--- config.mk ---
export PLATFORM = sky130hd
export DESIGN_NAME = acc_byte_unit
export DESIGN_NICKNAME = d
export VERILOG_FILES = /design/src/rtl/acc_unit_pkg.sv /design/src/rtl/acc_alu.sv /design/src/rtl/acc_regfile.sv /design/src/rtl/acc_byte_unit.sv
export SDC_FILE = /design/constraint.sdc
export NUM_CORES = 1
export LEC_CHECK = 0
export BUFFER_PORTS_ARGS = -buffer_cell sky130_fd_sc_hd__buf_2
export CORE_MARGIN = 3
export CORE_UTILIZATION = 40
export CTS_CLUSTER_DIAMETER = 150
export DETAILED_ROUTE_END_ITERATION = 8
export GPL_ROUTABILITY_DRIVEN = 0
export PLACE_DENSITY_LB_ADDON = 0.15
export SLEW_MARGIN = 30
export SYNTH_ARGS = -nofsm -noshare
export SYNTH_HDL_FRONTEND = slang
export SYNTH_SLANG_ARGS = --single-unit
--- constraint.sdc ---
create_clock -name clk -period 5.5 [get_ports clk]
set_clock_uncertainty 0.2 [all_clocks]
set_input_delay 0.275 -clock clk [delete_from_list [all_inputs] [get_ports clk]]
set_output_delay 0.275 -clock clk [all_outputs]
set_load 0.005 [all_outputs]
--- src/rtl/acc_unit_pkg.sv ---
package acc_unit_pkg;

   typedef enum logic [2:0] {
      OP_MOV  = 3'd0,
      OP_ADD  = 3'd1,
      OP_ADDC = 3'd2,
      OP_DEC  = 3'd3,
      OP_LDW  = 3'd4
   } acc_op_e;

   localparam int OP_W = 3;

endpackage

--- src/rtl/acc_alu.sv ---
module acc_alu
   import acc_unit_pkg::*;
#(
   parameter int DATA_W   = 8,
   parameter bit HAS_ADDC = 1'b1
) (
   input  logic [OP_W-1:0]   op_i,
   input  logic [DATA_W-1:0] w_i,
   input  logic [DATA_W-1:0] f_i,
   input  logic [DATA_W-1:0] imm_i,
   input  logic              c_i,
   output logic [DATA_W-1:0] res_o,
   output logic              c_o,
   output logic              c_upd_o,
   output logic              lit_o,
   output logic              known_o
);

   logic              cin_eff;
   logic [DATA_W:0]   sum;

   generate
      if (HAS_ADDC) begin : g_addc
         assign cin_eff = (op_i == OP_ADDC) & c_i;
      end else begin : g_no_addc
         assign cin_eff = 1'b0;
      end
   endgenerate

   assign sum = {1'b0, w_i} + {1'b0, f_i} + {{DATA_W{1'b0}}, cin_eff};

   always_comb begin
      res_o   = '0;
      c_o     = 1'b0;
      c_upd_o = 1'b0;
      lit_o   = 1'b0;
      known_o = 1'b1;
      case (op_i)
         OP_MOV: res_o = f_i;
         OP_ADD, OP_ADDC: begin
            res_o   = sum[DATA_W-1:0];
            c_o     = sum[DATA_W];
            c_upd_o = 1'b1;
         end
         OP_DEC: res_o = f_i - DATA_W'(1);
         OP_LDW: begin
            res_o = imm_i;
            lit_o = 1'b1;
         end
         default: known_o = 1'b0;
      endcase
   end

endmodule

--- src/rtl/acc_regfile.sv ---
module acc_regfile #(
   parameter int DATA_W = 8,
   parameter int DEPTH  = 16,
   localparam int ADDR_W = $clog2(DEPTH)
) (
   input  logic              clk,
   input  logic              rst_n,
   input  logic [ADDR_W-1:0] addr_i,
   input  logic              we_i,
   input  logic [DATA_W-1:0] wdata_i,
   output logic [DATA_W-1:0] rdata_o
);

   logic [DATA_W-1:0] mem [DEPTH];
   logic [DEPTH-1:0]  sel;

   generate
      for (genvar g = 0; g < DEPTH; g++) begin : g_sel
         assign sel[g] = we_i && (addr_i == ADDR_W'(g));
      end
   endgenerate

   always_ff @(posedge clk or negedge rst_n) begin
      if (!rst_n) begin
         for (int i = 0; i < DEPTH; i++) mem[i] <= '0;
      end else begin
         for (int i = 0; i < DEPTH; i++) begin
            if (sel[i]) mem[i] <= wdata_i;
         end
      end
   end

   assign rdata_o = mem[addr_i];

endmodule

--- src/rtl/acc_byte_unit.sv ---
module acc_byte_unit
   import acc_unit_pkg::*;
#(
   parameter int DATA_W   = 8,
   parameter int DEPTH    = 16,
   parameter bit HAS_ADDC = 1'b1,
   localparam int ADDR_W  = $clog2(DEPTH)
) (
   input  logic              clk,
   input  logic              rst_n,
   input  logic              start,
   input  logic [2:0]        op,
   input  logic [ADDR_W-1:0] faddr,
   input  logic              dest,
   input  logic [DATA_W-1:0] imm,
   output logic [DATA_W-1:0] w_out,
   output logic [DATA_W-1:0] result,
   output logic              carry,
   output logic              zero,
   output logic              done
);

   generate
      if (DATA_W < 2) begin : g_bad_width
         $error("acc_byte_unit: DATA_W must be at least 2");
      end
      if (DEPTH < 2 || (1 << ADDR_W) != DEPTH) begin : g_bad_depth
         $error("acc_byte_unit: DEPTH must be a power of two, at least 2");
      end
   endgenerate

   logic [DATA_W-1:0] w_q, res_q, rd_byte, alu_res;
   logic              c_q, z_q, done_q;
   logic              alu_c, alu_cupd, alu_lit, alu_known;
   logic              act, wr_w, wr_f;

   acc_regfile #(.DATA_W(DATA_W), .DEPTH(DEPTH)) u_file (
      .clk     (clk),
      .rst_n   (rst_n),
      .addr_i  (faddr),
      .we_i    (wr_f),
      .wdata_i (alu_res),
      .rdata_o (rd_byte)
   );

   acc_alu #(.DATA_W(DATA_W), .HAS_ADDC(HAS_ADDC)) u_alu (
      .op_i    (op),
      .w_i     (w_q),
      .f_i     (rd_byte),
      .imm_i   (imm),
      .c_i     (c_q),
      .res_o   (alu_res),
      .c_o     (alu_c),
      .c_upd_o (alu_cupd),
      .lit_o   (alu_lit),
      .known_o (alu_known)
   );

   assign act  = start && alu_known;
   assign wr_w = act && (alu_lit || !dest);
   assign wr_f = act && !alu_lit && dest;

   always_ff @(posedge clk or negedge rst_n) begin
      if (!rst_n) begin
         w_q    <= '0;
         res_q  <= '0;
         c_q    <= 1'b0;
         z_q    <= 1'b0;
         done_q <= 1'b0;
      end else begin
         done_q <= start;
         if (act) begin
            res_q <= alu_res;
            z_q   <= (alu_res == '0);
         end
         if (act && alu_cupd) c_q <= alu_c;
         if (wr_w) w_q <= alu_res;
      end
   end

   assign w_out  = w_q;
   assign result = res_q;
   assign carry  = c_q;
   assign zero   = z_q;
   assign done   = done_q;

endmodule

# After elaboration in Yosys (flattened, before gate mapping)
# Cells that the tools add are included.
# word_totals
input_bits	19
output_inout_bits	19
word_cells	83
ff_bits	147
# op_classes
n_lt_le_gt_ge	1
mux	8
n_reduce_logical	29
eq_ne	19
bitwise_logic	2
add_sub_neg	3
# op_table
op	count
8-bit binary-select mux with 4-bit select	1
4-bit equality test (second input constant)	8
8-bit case mux with 4 select lines	1
1-bit logical AND	21
4-bit by 3-bit equality test with 1-bit output (second input constant)	4
8-bit two-way mux	2
8-bit by 8-bit adder with 9-bit output	1
9-bit by 1-bit adder with 9-bit output	1
4-bit by 2-bit equality test with 1-bit output (second input constant)	2
8-bit zero test	1
8-bit by 1-bit subtractor with 8-bit output (second input constant)	1
3-bit by 2-bit equality test with 1-bit output (second input constant)	2
5-bit greater-or-equal comparator (second input constant)	1
4-bit inverter with 5-bit output	1
5-bit OR reduction	1
4-bit by 1-bit equality test with 1-bit output (second input constant)	1
4-bit zero test	1
1-bit two-way mux	4
3-bit by 1-bit equality test with 1-bit output (second input constant)	1
3-bit equality test (second input constant)	1
3-bit zero test	1
1-bit zero test	2
2-bit OR reduction	1
1-bit bitwise AND	1
1-bit logical OR	1

# Depth between registers and ports, before layout
# Gate-level depths: netlist of the first run.
# depth
word_depth	8
mapped_depth	16
depth_no_buf	14

# Modules after synthesis
# Synthesis of the first run repeated with hierarchy kept, for this count alone.
# hier_totals
cells_unflattened	529
area_unflattened_um2	7383.3
# modules_own_cells
module	cells_per_inst	area_per_inst_um2	instances	seq_area_each_um2
acc_regfile	365	5814.3	1	3203.1
acc_alu	117	830.8	1	0.0
acc_byte_unit	47	738.2	1	475.5

# Least setup slack after synthesis of the first run
# Ideal clock, no wire load.
# synth_timing
path_type	input -> register
start	input faddr[1]
end	register z_q (netlist: zero)
arrival_ns	3.818
slack_ns	1.378
required_time_ns	5.197
n_path_buf	2
setup_time_ns	0.103
stages	16
path_cell_list	clkbuf_1 clkbuf_1 mux4_2 a22o_1 nor2_1 fa_1 inv_1 fa_1 nor2_1 a21oi_1 a221oi_1 nor2_1 a21oi_1 nor3b_1 nand4_2 o41ai_2
# synth_via
elab_chain_len	8
elab_cells_between_ends	9
classes_between	add/sub: 3; mux: 4; bitwise: 1; reduce/logical: 1
# synth_rtl
element	line	source
start: declaration	acc_byte_unit.sv:13	input logic [ADDR_W-1:0] faddr,
4-bit inverter with 5-bit output (implied by the code) *	acc_regfile.sv:33	assign rdata_o = mem[addr_i];
8-bit binary-select mux with 4-bit select *	acc_regfile.sv:33	
8-bit two-way mux (implied by the code) * (2 in a row)	acc_regfile.sv:33	
8-bit by 8-bit adder with 9-bit output	acc_alu.sv:30	assign sum = {1'b0, w_i} + {1'b0, f_i} + {{DATA_W{1'b0}}, cin_eff};
9-bit by 1-bit adder with 9-bit output	acc_alu.sv:30	
8-bit case mux with 4 select lines *	acc_alu.sv:38	case (op_i)
8-bit zero test *	acc_byte_unit.sv:74	z_q <= (alu_res == '0);
end signal: assignment	acc_byte_unit.sv:74	
end: declaration	acc_byte_unit.sv:33	logic c_q, z_q, done_q;
# Mark *: on every way between the ends. The rest lies on a longest branch, timed or not. The select of a mux whose other input is x is not followed.
# A chain may end at the register's enable or synchronous reset.

# Final worst setup path of the first run
# layout_timing
start	input faddr[0]
end	register u_file.mem[46] in the netlist's numbering
# layout_via
elab_chain_len	7
elab_cells_between_ends	10
classes_between	add/sub: 3; eq/ne: 1; mux: 4; bitwise: 1; reduce/logical: 1
# layout_rtl
element	line	source
4-bit inverter with 5-bit output (implied by the code)	acc_regfile.sv:33	
8-bit binary-select mux with 4-bit select	acc_regfile.sv:33	
8-bit two-way mux (implied by the code) (2 in a row)	acc_regfile.sv:33	
8-bit by 8-bit adder with 9-bit output	acc_alu.sv:30	
9-bit by 1-bit adder with 9-bit output	acc_alu.sv:30	
8-bit case mux with 4 select lines	acc_alu.sv:38	
end signal: indexed assignment	acc_regfile.sv:28	if (sel[i]) mem[i] <= wdata_i;
end: declaration	acc_regfile.sv:14	logic [DATA_W-1:0] mem [DEPTH];
# Several ways; a longest one is shown, not always the timed one. The select of a mux whose other input is x is not followed.

==> out/metrics.yaml, run 1 <==
cells_and_area:
  diodes: 0
  seqCellArea_um2: 3679
  nNetsFinal: 701
  drive_gt1_frac: 0.2496
  layout_commonest_cell: "dfrtp_1"
  multi_input_area_um2: 3269
  n_fill_cell: 1602
  layout_common_cells: "dfrtp_1 (147), nand2_1 (86), nor2_1 (67)"
  areaGrowthSynthToFinish_pct: 14.77
synth:
  async_reset_ff_frac: 1.000
  synthesis.nets: 671
  ys_warn_count: 0
  ys_seq_elements: 147
  synth_area_um2: 7159
  synth_ff_type: "dfrtp_1"
  ys_types: 60
  postSynthCellCount: 642
  synth_edf_count: 0
  ys_seq_area_frac: 0.5138
  postSynthAreaPerCell_um2: 11.15
critical_path:
  slowest_stage: "buf_2"
  critPathRequiredTime_ns: 5.66
  path_class: "primary input to flip-flop"
  slowest_delay_ns: 0.65
  crit_chain: "buf_2, mux4_2, a22o_1, nor2_1, fa_1, inv_1, fa_1, nand3_1, a21boi_0, o21ai_0, a21boi_0, a221o_1, nand3_2, mux2_2"
  start_kind: "primary input"
  crit_path_end_kind: "flip-flop"
  cp_max_fo: 25
  crit_arrival_ns: 4.39
global_routing:
  grt_pass1_wl_um: 29770
  grt_pass1_vias: 5268
  grt_antenna_before_repair: 0
  gr-total-overflow: 0
  grt_usage: 0.2004
  grt_max_degree: 109
power:
  internal_power_w: 0.002277
  power.switching_w: 0.0008983
  clkPwrFrac: 0.383
  sw_frac_of_total: 0.2829
  p_total_w: 0.003175
  p_per_area_nw_per_um2: 386.5
  irDropWorstVdd_mv: 0.2174
  seq_power_share: 0.420
  p_leak_nw: 3.769
  combinationalPowerShare: 0.198
timing:
  period_needed_ns: 4.230
  setup_tns_ns: 0
  worst_pin_slew_ns: 0.9597
  max_freq_ghz: 0.2364
  rsz0062_at_grt: "false"
  slew_viol_final: 0
  hold_viol: 0
  worst_slack_ns: 1.270
  slew_headroom: 0.3595
  setup_viol: 0
  min_period_over_period: 0.7691
clock_tree:
  clockBufferDepth: 2
  cts-buffers-inserted: 17
  cts-root-buf: "clkbuf_16"
  post_cts_resized: 0
  cts_num_sinks: 147
  clock_latency_ns: 0.42
  cts_tree: "done"
  cts_hold_buf: 2
  post-cts-setup-buffers: 0
  path_clk_slew_ns: 0.06
  htree_levels: 4
floorplan:
  die_area_um2: 19540
  start_util: 0.4111
  die_w_um: 139.8
  rows: 48
  io_pins: 38
  die-height_um: 139.8
  core_area_um2: 17420
worst_hold_path:
  hold_class: "primary input to flip-flop"
drt:
  drt_iter0_drc: 334
  drc_errors: 0
  wl_per_cell_um: 20.78
  vias_per_cell: 5.597
  firstDrtPassIters: 4
  drtAntennaViolNets: 0
  vias: 5093
  drt-total-wl_um: 18910
place:
  io_buffer_count: 37
  dp_slack_ns: 0.8285
  hpwlAfterDp_um: 12370
flow_run:
  cap_violations: 0
outcome:
  outcome: "complete, no violations"
## area by class of cell
class,count,area share
Clock inverter,10,0.01766
Clock buffer,22,0.05771
Timing Repair Buffer,53,0.03883
Inverter,13,0.005939
Sequential cell,147,0.4477
Multi-Input combinational cell,440,0.3979
Tap cell,225,0.03426
## metal layers
| layer | GRT usage | up-vias | wire length, um |
|---|---|---|---|
| met5 | 0 | - | 0 |
| met4 | 0.07190 | 0 | 476 |
| met3 | 0.04467 | 36 | 1057 |
| met2 | 0.3140 | 149 | 8757 |
| met1 | 0.2761 | 2550 | 8622 |
| li1 | - | 2358 | - |
## cell families after synthesis
kind of cell,count (synthesis),synth area share
compound gates,159,0.1391
xor+xnor,5,0.006118
fa+ha+maj,10,0.01957
buf+inv,55,0.03198
flops,147,0.5138
mux,73,0.1730
simple gates,193,0.1164
## sequential cells by signal, summed over array words and instances (netlist names)
name        cells
u_file.mem    128
zero            1
result          8
w_out           8
done            1
carry           1
## power by group through the flow
stage	clock network (W)	registers, W	logic (W)
floorplan	0	0.00133	0.000445
global placement	0	0.00134	0.000610
detailed placement	0	0.00135	0.000629
CTS	0.00124	0.00133	0.000632
global route	0.00129	0.00135	0.000699
finish	0.00122	0.00133	0.000628
## through the flow
step | std cells | hold slack, ns | area [um^2] | utilization
2_1_floorplan | 642 | -0.2206 | 7159 | -
3_3_place_gp | 876 | 0.2439 | 7575 | 0.4349
3_5_place_dp | 876 | 0.2542 | 7575 | 0.4349
4_1_cts | 910 | 0.03592 | 8214 | 0.4716
5_1_grt | 910 | 0.07231 | 8217 | 0.4718
6_report | 910 | 0.03047 | 8217 | 0.4718
## path summary, 6_finish.rpt
path	end	cells after the start	startpoint	slack, ns
worst max-delay path	u_file.mem[46]$_DFFE_PN0P_	14	faddr[0]	1.27
worst min-delay path	result[2]$_DFFE_PN0P_	3	imm[2]	0.03
worst max register to register	zero$_DFFE_PN0P_	12	u_file.mem[73]$_DFFE_PN0P_	1.51
worst min register to register	u_file.mem[116]$_DFFE_PN0P_	2	u_file.mem[116]$_DFFE_PN0P_	0.28
max in group asynchronous	u_file.mem[56]$_DFFE_PN0P_	3	rst_n	3.70
min in group asynchronous	result[1]$_DFFE_PN0P_	2	rst_n	0.31
## synthesized netlist by cell type (2+ instances only)
master	n	area, um^2
ha_1	8	100.1
a21oi_1	49	245.2
a21o_1	3	22.52
buf_6	2	22.52
dfrtp_1	147	3679
mux2_2	35	394.1
mux4_2	28	630.6
nand2b_1	5	31.28
o21ai_0	47	235.2
a22oi_1	5	37.54
a22o_1	6	52.55
a21oi_2	9	78.83
o21ai_1	17	85.08
mux4_1	7	183.9
buf_2	6	30.03
nand3_1	4	20.02
nand2_1	86	322.8
nor2b_1	5	31.28
a21boi_0	2	15.01
xor2_1	3	26.28
xnor2_1	2	17.52
inv_1	12	45.04
nand3b_1	2	15.01
clkbuf_1	34	127.6
o31ai_1	2	15.01
mux2i_1	3	30.03
o21ai_2	2	17.52
nor2_1	70	262.8
fa_1	2	40.04
a221oi_1	2	17.52
nor3_1	8	40.04
## critical path, delay by kind of cell
kind                     cells  cell delay, ns
AO/OA/AOI/OAI                5            1.10
multiplexers                 2            0.82
AND/OR/NAND/NOR              3            0.77
buffers and inverters        2            0.71
adder cells (fa/ha/maj)      2            0.68
No activity file was read; power rests on OpenSTA's default activity.
==> inputs of run 2 (changes only) <==
clock period = 3.8 ns   (was 5.5 ns; I/O delays follow)
==> run 2 against run 1 <==
Combinational power grew 62%; clock power grew 34%; flip-flop and latch count is the same; global-route usage grew 0.32 points; register-to-register slack lost 1.3 ns; design area grew 4.5%; routed wire length grew 0.67%; via count grew 3.1%; final cell count grew 4.7%.
==> out/metrics.yaml, run 2 (synthesis gave the netlist of run 1 again) <==
outcome:
  outcome: "complete, no violations"
global_routing:
  grt_usage: 0.2036
  met1_usage: 0.2839
  grt_antenna_before_repair: 0
  grt_busiest_layer: "met2"
  grt_pass1_wl_um: 30830
  grtUsageMet3: 0.03883
  gr-total-overflow: 0
  grt_pass1_vias: 5404
  met2_usage: 0.3193
  grt_max_degree: 106
critical_path:
  crit_arrival_ns: 3.74
  path_class: "flip-flop to flip-flop"
  crit_start: "u_file.mem[32]$_DFFE_PN0P_"
  start_kind: "flip-flop"
  crit_path_end_kind: "flip-flop"
  ff2ff_path_depth: 14
  critPathRequiredTime_ns: 3.93
  timing.rr.start: "u_file.mem[32]$_DFFE_PN0P_"
  cp_max_fo: 2
  r2r_slack_ns: 0.19
  worstReg2RegEnd: "zero$_DFFE_PN0P_"
drt:
  drtAntennaViolNets: 0
  drt-total-wl_um: 19040
  vias: 5253
  firstDrtPassIters: 5
  vias_per_cell: 5.512
  drc_errors: 0
  wl_per_cell_um: 19.98
  drt_iter0_drc: 311
cells_and_area:
  top_register: "u_file.mem"
  finish.utilization: 0.4928
  nNetsFinal: 744
  areaGrowthSynthToFinish_pct: 19.89
  layout_common_cells: "dfrtp_1 (147), nand2_1 (86), nor2_1 (69)"
  largest_reg_flops: 128
  multi_input_area_um2: 3278
  diodes: 0
  layout_commonest_cell: "dfrtp_1"
  drive_gt1_frac: 0.2926
  seqCellArea_um2: 3679
  n_fill_cell: 1553
timing:
  slew_headroom: 0.4189
  hold_ws_ns: 0.03736
  hold_viol: 0
  worst_pin_slew_ns: 0.8716
  setup_viol: 0
  min_period_over_period: 0.9505
  slew_viol_final: 0
  max_freq_ghz: 0.2769
  period_needed_ns: 3.612
  worst_slack_ns: 0.1882
clock_tree:
  cts-root-buf: "clkbuf_16"
  path_clk_slew_ns: 0.06
  clockBufferDepth: 2
  clock_latency_ns: 0.43
  cts-buffers-inserted: 17
  cts_tree: "done"
  htree_levels: 4
  cts_num_sinks: 147
worst_hold_path:
  hold_depth: 6
  hold_end: "zero$_DFFE_PN0P_"
  worstHoldStart: "imm[7]"
  hold_class: "primary input to flip-flop"
power:
  p_leak_nw: 3.992
  sw_frac_of_total: 0.3014
  p_per_area_nw_per_um2: 534.7
  internal_power_w: 0.003206
  irDropWorstVdd_mv: 0.3261
  combinationalPowerShare: 0.222
  power.switching_w: 0.001383
  clkPwrFrac: 0.356
  p_total_w: 0.004590
  seq_power_share: 0.422
floorplan:
  start_util: 0.4111
  die-height_um: 139.8
  die_area_um2: 19540
  core_area_um2: 17420
  die_w_um: 139.8
  rows: 48
  io_pins: 38
flow_run:
  cap_violations: 0
place:
  dp_slack_ns: -0.08792
  io_buffer_count: 37
  hpwlAfterDp_um: 13690
-- run 2: changes by cell type in the layout (fill, tap and decap cells not counted), sizes merged --
| cell | previous run | this run |
|---|---|---|
| buf | 50 | 91 |
| clkbuf | 23 | 19 |
| inv | 17 | 20 |
| bufinv | 3 | 1 |
| clkinv | 1 | 3 |
| dlygate4sd3 | 2 | 4 |
| clkinvlp | 2 | 3 |
-- run 2: how the worst max path moves through the flow --
stage	end	slack, ns	depth (start not counted)
3_3_place_gp	u_file.mem[23]$_DFFE_PN0P_	-0.1	13
3_5_place_dp	zero$_DFFE_PN0P_	-0.09	15
6_report	zero$_DFFE_PN0P_	0.19	14
4_1_cts	u_file.mem[7]$_DFFE_PN0P_	0.09	12
5_1_grt	zero$_DFFE_PN0P_	-0.0006	14
2_1_floorplan	zero$_DFFE_PN0P_	0.04	16
-- run 2: area by class of cell --
cell class / count / area share
timing repair buffer: 96 / 0.08411
tap: 225 / 0.03280
clock buffer: 18 / 0.05000
clock inverter: 14 / 0.01691
sequential: 147 / 0.4286
multi-input combinational: 440 / 0.3819
inverter: 13 / 0.005685
-- run 2: routing by layer --
metal / part of all wire / wire (um)
met1: 0.46 / 8706
met3: 0.043 / 821
met4: 0.028 / 524
met5: 0 / 0
met2: 0.47 / 8988
-- run 2: what timing repair did --
item	CTS	global route
gates resized for setup	0	5
setup endpoints to repair	0	53
hold endpoints to repair	107	0
hold buffers	4	0
setup buffers	0	2
-- run 2: power groups by stage --
stage / sequential [W] / clock [W] / combinational, W
after detailed placement: 0.00196 / 0 / 0.00101
after global routing: 0.00196 / 0.00173 / 0.00113
after global placement: 0.00195 / 0 / 0.000986
after CTS: 0.00193 / 0.00166 / 0.00102
after floorplan: 0.00192 / 0 / 0.000646
final: 0.00194 / 0.00163 / 0.00102
-- run 2: worst max-delay path: stages, from the launching register on --
cell and delay (ns):
dfrtp_1 0.38, mux4_2 0.48, a22o_1 0.29, nor2_4 0.16, fa_1 0.23, inv_1 0.07
fa_1 0.46, nor2_1 0.10, a21oi_1 0.05, a221oi_1 0.31, nor2_1 0.09, a21oi_2 0.14
nor3b_2 0.20, nand4_2 0.15, o41ai_2 0.21
-- run 2: per-stage QoR --
stage / setup TNS, ns / instance area, um^2 / cells
2_1_floorplan: 0 / 7169 / 642
3_3_place_gp: -1.616 / 7941 / 915
3_5_place_dp: -1.245 / 7941 / 915
4_1_cts: 0 / 8556 / 951
5_1_grt: -0.0006191 / 8583 / 953
6_report: 0 / 8583 / 953
==> inputs of run 3 (changes only) <==
clock period = 4.5 ns   (was 3.8 ns; I/O delays follow)
==> run 3 against run 2 <==
Design area fell by 2.2%; clock power shrank 4%; register-to-register slack better by 0.07 ns; clock-buffer cell count up 2; global-route usage shrank 0.099 points; fmax down 15%; setup slack improved by 0.068 ns; critical endpoint unchanged; via count down 2.2%; combinational power is 22% lower.
==> out/metrics.yaml, run 3 (synthesis gave the netlist of run 1 again) <==
global_routing:
  grt_usage: 0.2026
  grt_pass1_vias: 5221
  grtUsageMet3: 0.04296
  grt_busiest_layer: "met2"
  grt_antenna_before_repair: 0
  gr-total-overflow: 0
  met1_usage: 0.2909
  grt_max_degree: 81
  grt_pass1_wl_um: 30400
  met2_usage: 0.3120
clock_tree:
  htree_levels: 4
  cts_tree: "done"
  path_clk_slew_ns: 0.06
  clock_latency_ns: 0.42
  cts_num_sinks: 147
  clockBufferDepth: 2
  cts-root-buf: "clkbuf_16"
  cts-buffers-inserted: 17
cells_and_area:
  n_fill_cell: 1556
  layout_common_cells: "dfrtp_1 (147), nand2_1 (86), nor2_1 (70)"
  diodes: 0
  drive_gt1_frac: 0.2604
  areaGrowthSynthToFinish_pct: 17.23
  largest_reg_flops: 128
  multi_input_area_um2: 3273
  layout_commonest_cell: "dfrtp_1"
  postLayoutCellArea_um2: 8393
  nNetsFinal: 715
  top_register: "u_file.mem"
  seqCellArea_um2: 3679
drt:
  vias: 5135
  vias_per_cell: 5.557
  drtAntennaViolNets: 0
  drt-total-wl_um: 19110
  drt_iter0_drc: 359
  drc_errors: 0
  wl_per_cell_um: 20.68
  firstDrtPassIters: 5
critical_path:
  timing.rr.start: "u_file.mem[105]$_DFFE_PN0P_"
  crit_arrival_ns: 4.36
  path_class: "flip-flop to flip-flop"
  crit_start: "u_file.mem[105]$_DFFE_PN0P_"
  ff2ff_path_depth: 12
  cp_max_fo: 5
  start_kind: "flip-flop"
  worstReg2RegEnd: "zero$_DFFE_PN0P_"
  r2r_slack_ns: 0.26
  crit_end: "zero$_DFFE_PN0P_"
  crit_path_end_kind: "flip-flop"
  critPathRequiredTime_ns: 4.62
floorplan:
  die_w_um: 139.8
  die-height_um: 139.8
  die_area_um2: 19540
  rows: 48
  start_util: 0.4111
  core_area_um2: 17420
  io_pins: 38
timing:
  setup_tns_ns: 0
  worst_pin_slew_ns: 0.9011
  slew_viol_final: 0
  hold_viol: 0
  min_period_over_period: 0.9432
  slew_headroom: 0.3946
  max_freq_ghz: 0.2356
  period_needed_ns: 4.244
  rsz0062_at_grt: "false"
  setup_viol: 0
power:
  irDropWorstVdd_mv: 0.2915
  p_per_area_nw_per_um2: 475.6
  p_leak_nw: 3.876
outcome:
  outcome: "complete, no violations"
flow_run:
  cap_violations: 0
worst_hold_path:
  hold_class: "primary input to flip-flop"
  worstHoldStart: "imm[7]"
place:
  postPlaceCellArea_um2: 7681
  hpwlAfterDp_um: 13210
  io_buffer_count: 37
-- run 3: changes by cell type in the layout (fill, tap and decap cells not counted), sizes merged --
cell,before,now
bufinv,1,5
clkbuf,19,21
clkinv,3,5
buf,91,62
clkinvlp,3,0
inv,20,15
-- run 3: worst min-delay path by stage --
stage | slack (ns) | end | cells past startpoint
final | 0.11 | zero$_DFFE_PN0P_ | 6
after global routing | 0.11 | zero$_DFFE_PN0P_ | 6
after CTS | 0.09 | zero$_DFFE_PN0P_ | 6
after detailed placement | 0.13 | result[4]$_DFFE_PN0P_ | 1
after global placement | 0.12 | result[4]$_DFFE_PN0P_ | 1
after floorplan | -0.27 | carry$_DFFE_PN0P_ | 0
-- run 3: through the flow --
| stage | hold WS [ns] | worst slack [ns] | std cells | power, W | utilization |
|---|---|---|---|---|---|
| global route | 0.1057 | 0.05560 | 924 | 0.004192 | 0.4819 |
| finish | 0.1104 | 0.2558 | 924 | 0.003992 | 0.4819 |
| CTS | 0.09080 | 0.05311 | 923 | 0.004024 | 0.4810 |
| detailed placement | 0.1315 | 0.1827 | 887 | 0.002444 | 0.4410 |
| global placement | 0.1248 | 0.2441 | 887 | 0.002415 | 0.4407 |
| floorplan | -0.2706 | 0.4282 | 642 | 0.002164 | - |
-- run 3: final cells by class --
type,count,area share
well taps,225,0.03354
clock inverters,12,0.02385
clock buffers,20,0.05441
repair buffers,67,0.05411
inverters,13,0.005814
multi-input cells,440,0.3900
flip-flops and latches,147,0.4383
-- run 3: timing repair --
item | 4_1_cts | 5_1_grt
hold buffers | 4 | 0
resized for setup | 0 | 2
buffers inserted | 0 | 1
endpoints found under the hold margin | 82 | 0
endpoints found under the setup margin | 0 | 1
-- run 3: critical path, cell delays in order (launching register included) --
cell	delay (ns)
dfrtp_1	0.39
mux4_1	0.50
mux4_2	0.56
ha_1	0.30
nor2b_1	0.14
o31a_1	0.25
o21ai_0	0.31
nand2_1	0.12
xor2_1	0.19
a211oi_4	0.26
nand4_2	0.11
dlygate4sd3_1	0.60
o41ai_2	0.21
-- run 3: report_power, final --
part / internal, W / leakage (nW) / switching (W) / total [W]
Sequential: 0.00152 / 1.96 / 0.000110 / 0.00163
Clock: 0.00102 / 0.325 / 0.000549 / 0.00156
Combinational: 0.000363 / 1.60 / 0.000434 / 0.000797
Total: 0.00290 / 3.88 / 0.00109 / 0.00399
-- run 3: routing by layer --
metal / vias up / share of wire
met5: - / 0
met4: 0 / 0.017
met3: 23 / 0.057
met2: 190 / 0.46
met1: 2534 / 0.46
li1: 2388 / -
